File: src/rtl/slc_pkg.sv
// Shared constants and types for the cache slice activation register block.
// Assumes byte addressing and 32-bit word registers.
package slc_pkg;

    localparam logic [31:0] CTRL_STRIDE = 32'h0000_1000;
    localparam logic [31:0] ATTR_BASE   = 32'h0002_1000;
    localparam logic [31:0] COMMON_ADDR = 32'h0003_000C;

    typedef enum logic [1:0] {
        OP_NONE  = 2'd0,
        OP_UP    = 2'd1,
        OP_DOWN  = 2'd2,
        OP_RSVD  = 2'd3
    } slc_op_e;

    // status encoding: bit0 = active, bit1 = deactivated
    localparam logic [1:0] ST_OFF  = 2'b10;
    localparam logic [1:0] ST_ON   = 2'b01;
    localparam logic [1:0] ST_MOVE = 2'b11;

    typedef enum logic [2:0] {
        RG_NONE,
        RG_CTRL,
        RG_STAT,
        RG_ATTR_A,
        RG_ATTR_B,
        RG_COMMON
    } slc_region_e;

endpackage

File: src/rtl/slc_addr_dec.sv
// Address decoder: maps a byte address to a register region and slice index.
// Assumes ADDR_W >= 18 so the common word is reachable; anything that is not
// an exact, aligned hit on a mapped register decodes as RG_NONE.
module slc_addr_dec
    import slc_pkg::*;
#(
    parameter int ADDR_W = 20,
    parameter int NS     = 4,
    parameter int SID_W  = 2
) (
    input  logic [ADDR_W-1:0] addr,
    output slc_region_e       region,
    output logic [SID_W-1:0]  sid
);

    logic [31:0] a32;
    logic [31:0] attr_off;
    logic [31:0] ctrl_idx;

    assign a32      = 32'(addr);
    assign attr_off = a32 - ATTR_BASE;
    assign ctrl_idx = a32 >> 12;

    // Region and index selection
    always_comb begin
        region = RG_NONE;
        sid    = '0;
        if (a32 == COMMON_ADDR) begin
            region = RG_COMMON;
        end else if (ctrl_idx < 32'(NS) && a32[11:3] == 9'd0 && a32[1:0] == 2'b00) begin
            region = a32[2] ? RG_STAT : RG_CTRL;
            sid    = a32[12 +: SID_W];
        end else if (a32 >= ATTR_BASE && attr_off < 32'(8 * NS) && attr_off[1:0] == 2'b00) begin
            region = attr_off[2] ? RG_ATTR_B : RG_ATTR_A;
            sid    = attr_off[3 +: SID_W];
        end
    end

endmodule

File: src/rtl/slc_slice_ctl.sv
// Per-slice command register and activation sequencer.
// Starts a command on a rising edge of the stored trigger bit when the opcode
// is activate or deactivate and no command is in flight; the status shows
// 2'b11 for LAT cycles, then settles. Assumes LAT >= 1.
module slc_slice_ctl
    import slc_pkg::*;
#(
    parameter int LAT = 4
) (
    input  logic       clk,
    input  logic       rst_n,
    input  logic       cmd_we,
    input  logic [2:0] cmd_wdata,
    output logic [2:0] cmd_q,
    output logic [1:0] status,
    output logic       busy
);

    localparam int CNT_W = (LAT > 1) ? $clog2(LAT) : 1;

    logic [CNT_W-1:0] cnt;
    logic             going_up;
    slc_op_e          op;
    logic             start;

    assign op    = slc_op_e'(cmd_wdata[2:1]);
    assign start = cmd_we && cmd_wdata[0] && !cmd_q[0] && (op == OP_UP || op == OP_DOWN);

    // Command register storage and sequencer state
    always_ff @(posedge clk) begin
        if (!rst_n) begin
            cmd_q    <= 3'd0;
            status   <= ST_OFF;
            busy     <= 1'b0;
            cnt      <= '0;
            going_up <= 1'b0;
        end else begin
            if (cmd_we) cmd_q <= cmd_wdata;
            if (busy) begin
                if (cnt == '0) begin
                    busy   <= 1'b0;
                    status <= going_up ? ST_ON : ST_OFF;
                end else begin
                    cnt <= cnt - 1'b1;
                end
            end else if (start) begin
                busy     <= 1'b1;
                cnt      <= CNT_W'(LAT - 1);
                status   <= ST_MOVE;
                going_up <= (op == OP_UP);
            end
        end
    end

endmodule

File: src/rtl/slc_slice_attr.sv
// Per-slice attribute storage: register A (way masks) and register B
// (mode, flags, priority, capacity). Unimplemented bits are dropped on write,
// so they read as zero. Assumes WAYS <= 12 and PRIO_W <= 12.
module slc_slice_attr #(
    parameter int PRIO_W = 4,
    parameter int WAYS   = 12
) (
    input  logic              clk,
    input  logic              rst_n,
    input  logic              we_a,
    input  logic              we_b,
    input  logic [31:0]       wdata,
    output logic [31:0]       reg_a,
    output logic [31:0]       reg_b,
    output logic [1:0]        mode,
    output logic              probe,
    output logic              fixed,
    output logic [PRIO_W-1:0] prio,
    output logic [15:0]       cap,
    output logic [WAYS-1:0]   resv,
    output logic [WAYS-1:0]   bonus
);

    localparam logic [31:0] WAY_M  = (32'd1 << WAYS) - 32'd1;
    localparam logic [31:0] MASK_A = WAY_M | (WAY_M << 16);
    localparam logic [31:0] MASK_B = 32'hFFFF_000F | (((32'd1 << PRIO_W) - 32'd1) << 4);

    // Masked attribute register storage
    always_ff @(posedge clk) begin
        if (!rst_n) begin
            reg_a <= '0;
            reg_b <= '0;
        end else begin
            if (we_a) reg_a <= wdata & MASK_A;
            if (we_b) reg_b <= wdata & MASK_B;
        end
    end

    assign resv  = reg_a[WAYS-1:0];
    assign bonus = reg_a[16 +: WAYS];
    assign mode  = reg_b[1:0];
    assign probe = reg_b[2];
    assign fixed = reg_b[3];
    assign prio  = reg_b[4 +: PRIO_W];
    assign cap   = reg_b[31:16];

endmodule

File: src/rtl/slice_ctl_regs.sv
// Top of the cache slice activation register block. Decodes the bus, owns
// one command sequencer and one attribute pair per slice, and registers the
// read data. Assumes single-cycle write and read strobes, never both at once.
module slice_ctl_regs
    import slc_pkg::*;
#(
    parameter int ADDR_W      = 20,
    parameter int NUM_SLICES  = 4,
    parameter int ACT_LATENCY = 4,
    parameter int BANK_COUNT  = 2,
    parameter int PRIO_W      = 4,
    parameter int WAYS        = 12
) (
    input  logic                         clk,
    input  logic                         rst_n,
    input  logic                         bus_wr,
    input  logic                         bus_rd,
    input  logic [ADDR_W-1:0]            bus_addr,
    input  logic [31:0]                  bus_wdata,
    output logic [31:0]                  bus_rdata,
    output logic [NUM_SLICES-1:0]        slice_on,
    output logic [2*NUM_SLICES-1:0]      slice_mode,
    output logic [NUM_SLICES-1:0]        slice_probe,
    output logic [NUM_SLICES-1:0]        slice_fixed,
    output logic [PRIO_W*NUM_SLICES-1:0] slice_prio,
    output logic [16*NUM_SLICES-1:0]     slice_cap,
    output logic [WAYS*NUM_SLICES-1:0]   slice_resv,
    output logic [WAYS*NUM_SLICES-1:0]   slice_bonus
);

    localparam int SID_W = (NUM_SLICES > 1) ? $clog2(NUM_SLICES) : 1;
    localparam logic [31:0] COMMON_VAL = 32'(BANK_COUNT) << 28;

    slc_region_e           rg;
    logic [SID_W-1:0]      sid;
    logic [2:0]            cmd_q   [NUM_SLICES];
    logic [31:0]           attr_a  [NUM_SLICES];
    logic [31:0]           attr_b  [NUM_SLICES];
    logic [2*NUM_SLICES-1:0] st_flat;
    logic [NUM_SLICES-1:0] busy_vec;
    logic [31:0]           rd_mux;

    slc_addr_dec #(.ADDR_W(ADDR_W), .NS(NUM_SLICES), .SID_W(SID_W)) u_dec (
        .addr   (bus_addr),
        .region (rg),
        .sid    (sid)
    );

    for (genvar i = 0; i < NUM_SLICES; i++) begin : g_slice
        logic hit;
        assign hit = bus_wr && (sid == SID_W'(i));

        slc_slice_ctl #(.LAT(ACT_LATENCY)) u_ctl (
            .clk       (clk),
            .rst_n     (rst_n),
            .cmd_we    (hit && rg == RG_CTRL),
            .cmd_wdata (bus_wdata[2:0]),
            .cmd_q     (cmd_q[i]),
            .status    (st_flat[2*i +: 2]),
            .busy      (busy_vec[i])
        );

        slc_slice_attr #(.PRIO_W(PRIO_W), .WAYS(WAYS)) u_attr (
            .clk   (clk),
            .rst_n (rst_n),
            .we_a  (hit && rg == RG_ATTR_A),
            .we_b  (hit && rg == RG_ATTR_B),
            .wdata (bus_wdata),
            .reg_a (attr_a[i]),
            .reg_b (attr_b[i]),
            .mode  (slice_mode[2*i +: 2]),
            .probe (slice_probe[i]),
            .fixed (slice_fixed[i]),
            .prio  (slice_prio[PRIO_W*i +: PRIO_W]),
            .cap   (slice_cap[16*i +: 16]),
            .resv  (slice_resv[WAYS*i +: WAYS]),
            .bonus (slice_bonus[WAYS*i +: WAYS])
        );

        assign slice_on[i] = (st_flat[2*i +: 2] == ST_ON);
    end

    // Read data selection by region and slice
    always_comb begin
        rd_mux = '0;
        if (32'(sid) < 32'(NUM_SLICES)) begin
            case (rg)
                RG_CTRL:   rd_mux = {29'd0, cmd_q[sid]};
                RG_STAT:   rd_mux = {30'd0, st_flat[2*sid +: 2]};
                RG_ATTR_A: rd_mux = attr_a[sid];
                RG_ATTR_B: rd_mux = attr_b[sid];
                RG_COMMON: rd_mux = COMMON_VAL;
                default:   rd_mux = '0;
            endcase
        end
    end

    // Registered read data, held between reads
    always_ff @(posedge clk) begin
        if (!rst_n)      bus_rdata <= '0;
        else if (bus_rd) bus_rdata <= rd_mux;
    end

endmodule

File: config.mk
export PLATFORM = sky130hd
export DESIGN_NAME = slice_ctl_regs
export DESIGN_NICKNAME = d
export VERILOG_FILES = /design/src/rtl/slc_pkg.sv /design/src/rtl/slc_addr_dec.sv /design/src/rtl/slc_slice_ctl.sv /design/src/rtl/slc_slice_attr.sv /design/src/rtl/slice_ctl_regs.sv
export SDC_FILE = /design/constraint.sdc
export NUM_CORES = 1
export LEC_CHECK = 0
export ABC_AREA = 1
export BUFFER_PORTS_ARGS = -buffer_cell sky130_fd_sc_hd__buf_2
export CELL_PAD_IN_SITES_DETAIL_PLACEMENT = 0
export CELL_PAD_IN_SITES_GLOBAL_PLACEMENT = 2
export CORE_ASPECT_RATIO = 1.4
export CORE_MARGIN = 4
export CORE_UTILIZATION = 32
export DETAILED_ROUTE_END_ITERATION = 12
export GPL_TIMING_DRIVEN = 0
export PLACE_DENSITY = 0.95
export SYNTH_ARGS = -nofsm -noshare
export SYNTH_HDL_FRONTEND = slang
export SYNTH_SLANG_ARGS = --single-unit
File: constraint.sdc
create_clock -name clk -period 3.5 [get_ports clk]
set_input_delay 0.35 -clock clk [delete_from_list [all_inputs] [get_ports clk]]
set_output_delay 0.35 -clock clk [all_outputs]
set_load 0.1 [all_outputs]
==> results.yml <==
outcome:
  status: "finished clean"
sta:
  report.final.slew_viol_count: 0
  whs_ps: 69.0
  setup_viol: 0
  finClkSkew_ps: 11.0
  tns_ps: 0
  min_period_over_period_pct: 75.4
  hold_viol: 0
  worst_slew_pin_slew_ps: 955
  max_freq_mhz: 379
  period_minus_slack_ps: 2640
  grt_setup_unrepaired: "no"
  maxSlewHeadroom_pct: 35.8
worst_setup_path:
  path_cells: "buf_2 > nor2_1 > nand2_1 > nor2_1 > nand3_1 > nor2_2 > nand2_1 > nor2_1 > clkbuf_1 > o21ai_0 > nand3_1 > nand2_1 > inv_1"
  crit_path_max_fanout: 10
  end_kind: "register"
  startpoint_type: "input port"
  path_delay_family: "simple AND/OR/NAND/NOR gates"
  cp.arrival_ps: 3140
  crit_path_max_incr_delay_ps: 640
  r2r_slack_ps: 2110
  cpMaxStageDelayCell: "clkbuf_1"
  required_ps: 4000
  path_class: "in -> reg"
  worst-path-buf-inv: 3
floorplanning:
  core_area_sq_um: 35200
  rows: 81
  start_util_pct: 32.6
  ios: 284
  die_area_sq_um: 39000
  die_x_microns: 168
  die_h_microns: 232
detailed_routing:
  drt-total-wl_microns: 49300
  wl_per_cell_microns: 21.1
  vias: 12200
  firstDrtPassIters: 5
  ant_nets: 0
  drt_iter0_markers: 997
  drc: 0
  drt-vias-per-instance: 5.21
placement:
  dp_cells: 2285
  globalplace.congestion: 0.890
  post-dp-hpwl_microns: 37700
  port_buffers: 274
layout:
  layout-drive-gt1-share_pct: 22.6
  fin_util_pct: 40.6
  syn_to_final_growth_pct: 24.3
  fin_cells: 2335
  final_nets: 1919
grt:
  antenna_found_initial: 5
  grt_pass1_wl_microns: 71200
  overflow: 0
  grt_max_degree: 14
  grt_util_all_layers_pct: 23.8
  grt_pass1_vias: 11700
clocking:
  cts_buffers: 27
  cts_root_buf: "clkbuf_16"
  clockBufferDepth: 3
  cts_tree: "yes"
  cts_setup_buffers: 0
  clock-sinks: 256
  cts_resized: 0
  clk_latency_ps: 550
  postCtsHoldBufs: 0
  clkTransAtPathRegs_ps: 60
  htree_num_levels: 1
yosys:
  synthTopCellsByArea: "dfxtp_1, o21ai_0, a21oi_1"
  synth_top_area_share_pct: 44.7
  synth_edf_count: 0
  synth_common_cells: "dfxtp_1, o21ai_0, inv_1"
  yosys_most_used_dff: "dfxtp_1"
  synth_most_common_cell: "dfxtp_1"
  ys_warn_count: 0
  ys_types: 42
  async_flop_share_pct: 0
  synth-seq-area-share_pct: 44.7
  yosys_register_bits: 256
  synth_top_area_cell: "dfxtp_1"
  syn-mean-instance-area_sq_um: 7.39
  netlist_instances: 1552
  syn_area_sq_um: 11500
job:
  maxCapViolations: 0
power_and_ir_drop:
  ir_worst_vdd_uv: 304
  leakagePower_nw: 6.21
  power_density_nw_per_um2: 418
hold_path:
  hold_class: "in -> reg"
-- placed cells by master, fill, tap and decap left out, drive strengths merged --
cell type and count:
clkbuf 98, o22ai 31, nor2 105, a21oi 183, or2 1, nand3b 1, and2 1, ha 5
clkinvlp 2, a211oi 44, a31oi 1, nor3 18, conb 4, nand3 77, o21a 8, diode 4
o211ai 8, inv 247, o221ai 1, nor4 8, buf 320, o21ai 254, clkinv 6, nand2 192
dfxtp 256, nand4 4
-- logic make-up after synthesis --
kind of cell | synth area share (%)
AO/OA/AOI/OAI | 25.6
other | 0.0327
adder cells (fa/ha/maj) | 0.545
flip-flops | 44.7
buffers and inverters | 12.8
AND/OR/NAND/NOR | 16.4
-- stage by stage --
stage               total power, mW  worst slack, ps  instance area (sq um)
global placement               3.24              362                  13400
floorplan                      3.11             1510                  11500
finish                         5.96              862                  14300
CTS                            5.97              931                  14300
detailed placement             3.24              349                  13400
global route                   6.10              743                  14300
-- final cells by class --
class | count | area [sq um]
repair buffers | 274 | 1370
diodes | 4 | 10.0
plain buffers | 106 | 538
fillers | 3696 | 20900
well taps | 456 | 571
multi-input cells | 946 | 4890
flip-flops and latches | 256 | 5120
clock buffers | 38 | 777
clock inverters | 8 | 52.6
inverters | 247 | 930
-- per-layer routing --
metal	part of all wire (%)	global-route usage, %
met1	39	28.1
met2	49	42.7
met3	7.4	4.07
met4	4.0	9.57
met5	0.026	0
-- power breakdown --
part / total, mW / switching [mW] / internal, mW
clock network: 2.78 / 1.24 / 1.54
logic: 0.267 / 0.208 / 0.0593
registers: 2.91 / 0.00000221 / 2.91
total: 5.96 / 1.45 / 4.51
-- path summary, 6_finish.rpt --
| check | from | to | depth (start not counted) |
|---|---|---|---|
| hold reg to reg | g_slice[2].u_ctl.cnt[0]$_SDFFE_PN0P_ | g_slice[2].u_ctl.cnt[0]$_SDFFE_PN0P_ | 1 |
| setup reg to reg | g_slice[1].u_ctl.cnt[0]$_SDFFE_PN0P_ | g_slice[1].u_ctl.cnt[0]$_SDFFE_PN0P_ | 7 |
| hold / removal | bus_wdata[10] | g_slice[3].u_attr.reg_a[10]$_SDFFE_PN0P_ | 3 |
| setup / recovery | bus_addr[6] | bus_rdata[26]$_SDFFE_PN0P_ | 13 |
-- worst min-delay path: stages --
cell and delay, ps:
buf_2 120, inv_1 50, a21oi_1 50
-- registers in the layout, indices dropped and copies added, names as in the netlist --
| name | flops |
|---|---|
| g_slice.u_attr.reg_a | 96 |
| g_slice.u_attr.reg_b | 96 |
| bus_rdata | 28 |
| g_slice.u_ctl.cmd_q | 12 |
| g_slice.u_ctl.cnt | 8 |
| g_slice.u_ctl.status | 8 |
| g_slice.u_ctl.busy | 4 |
| g_slice.u_ctl.going_up | 4 |
Power figures use the tool's default switching activity.
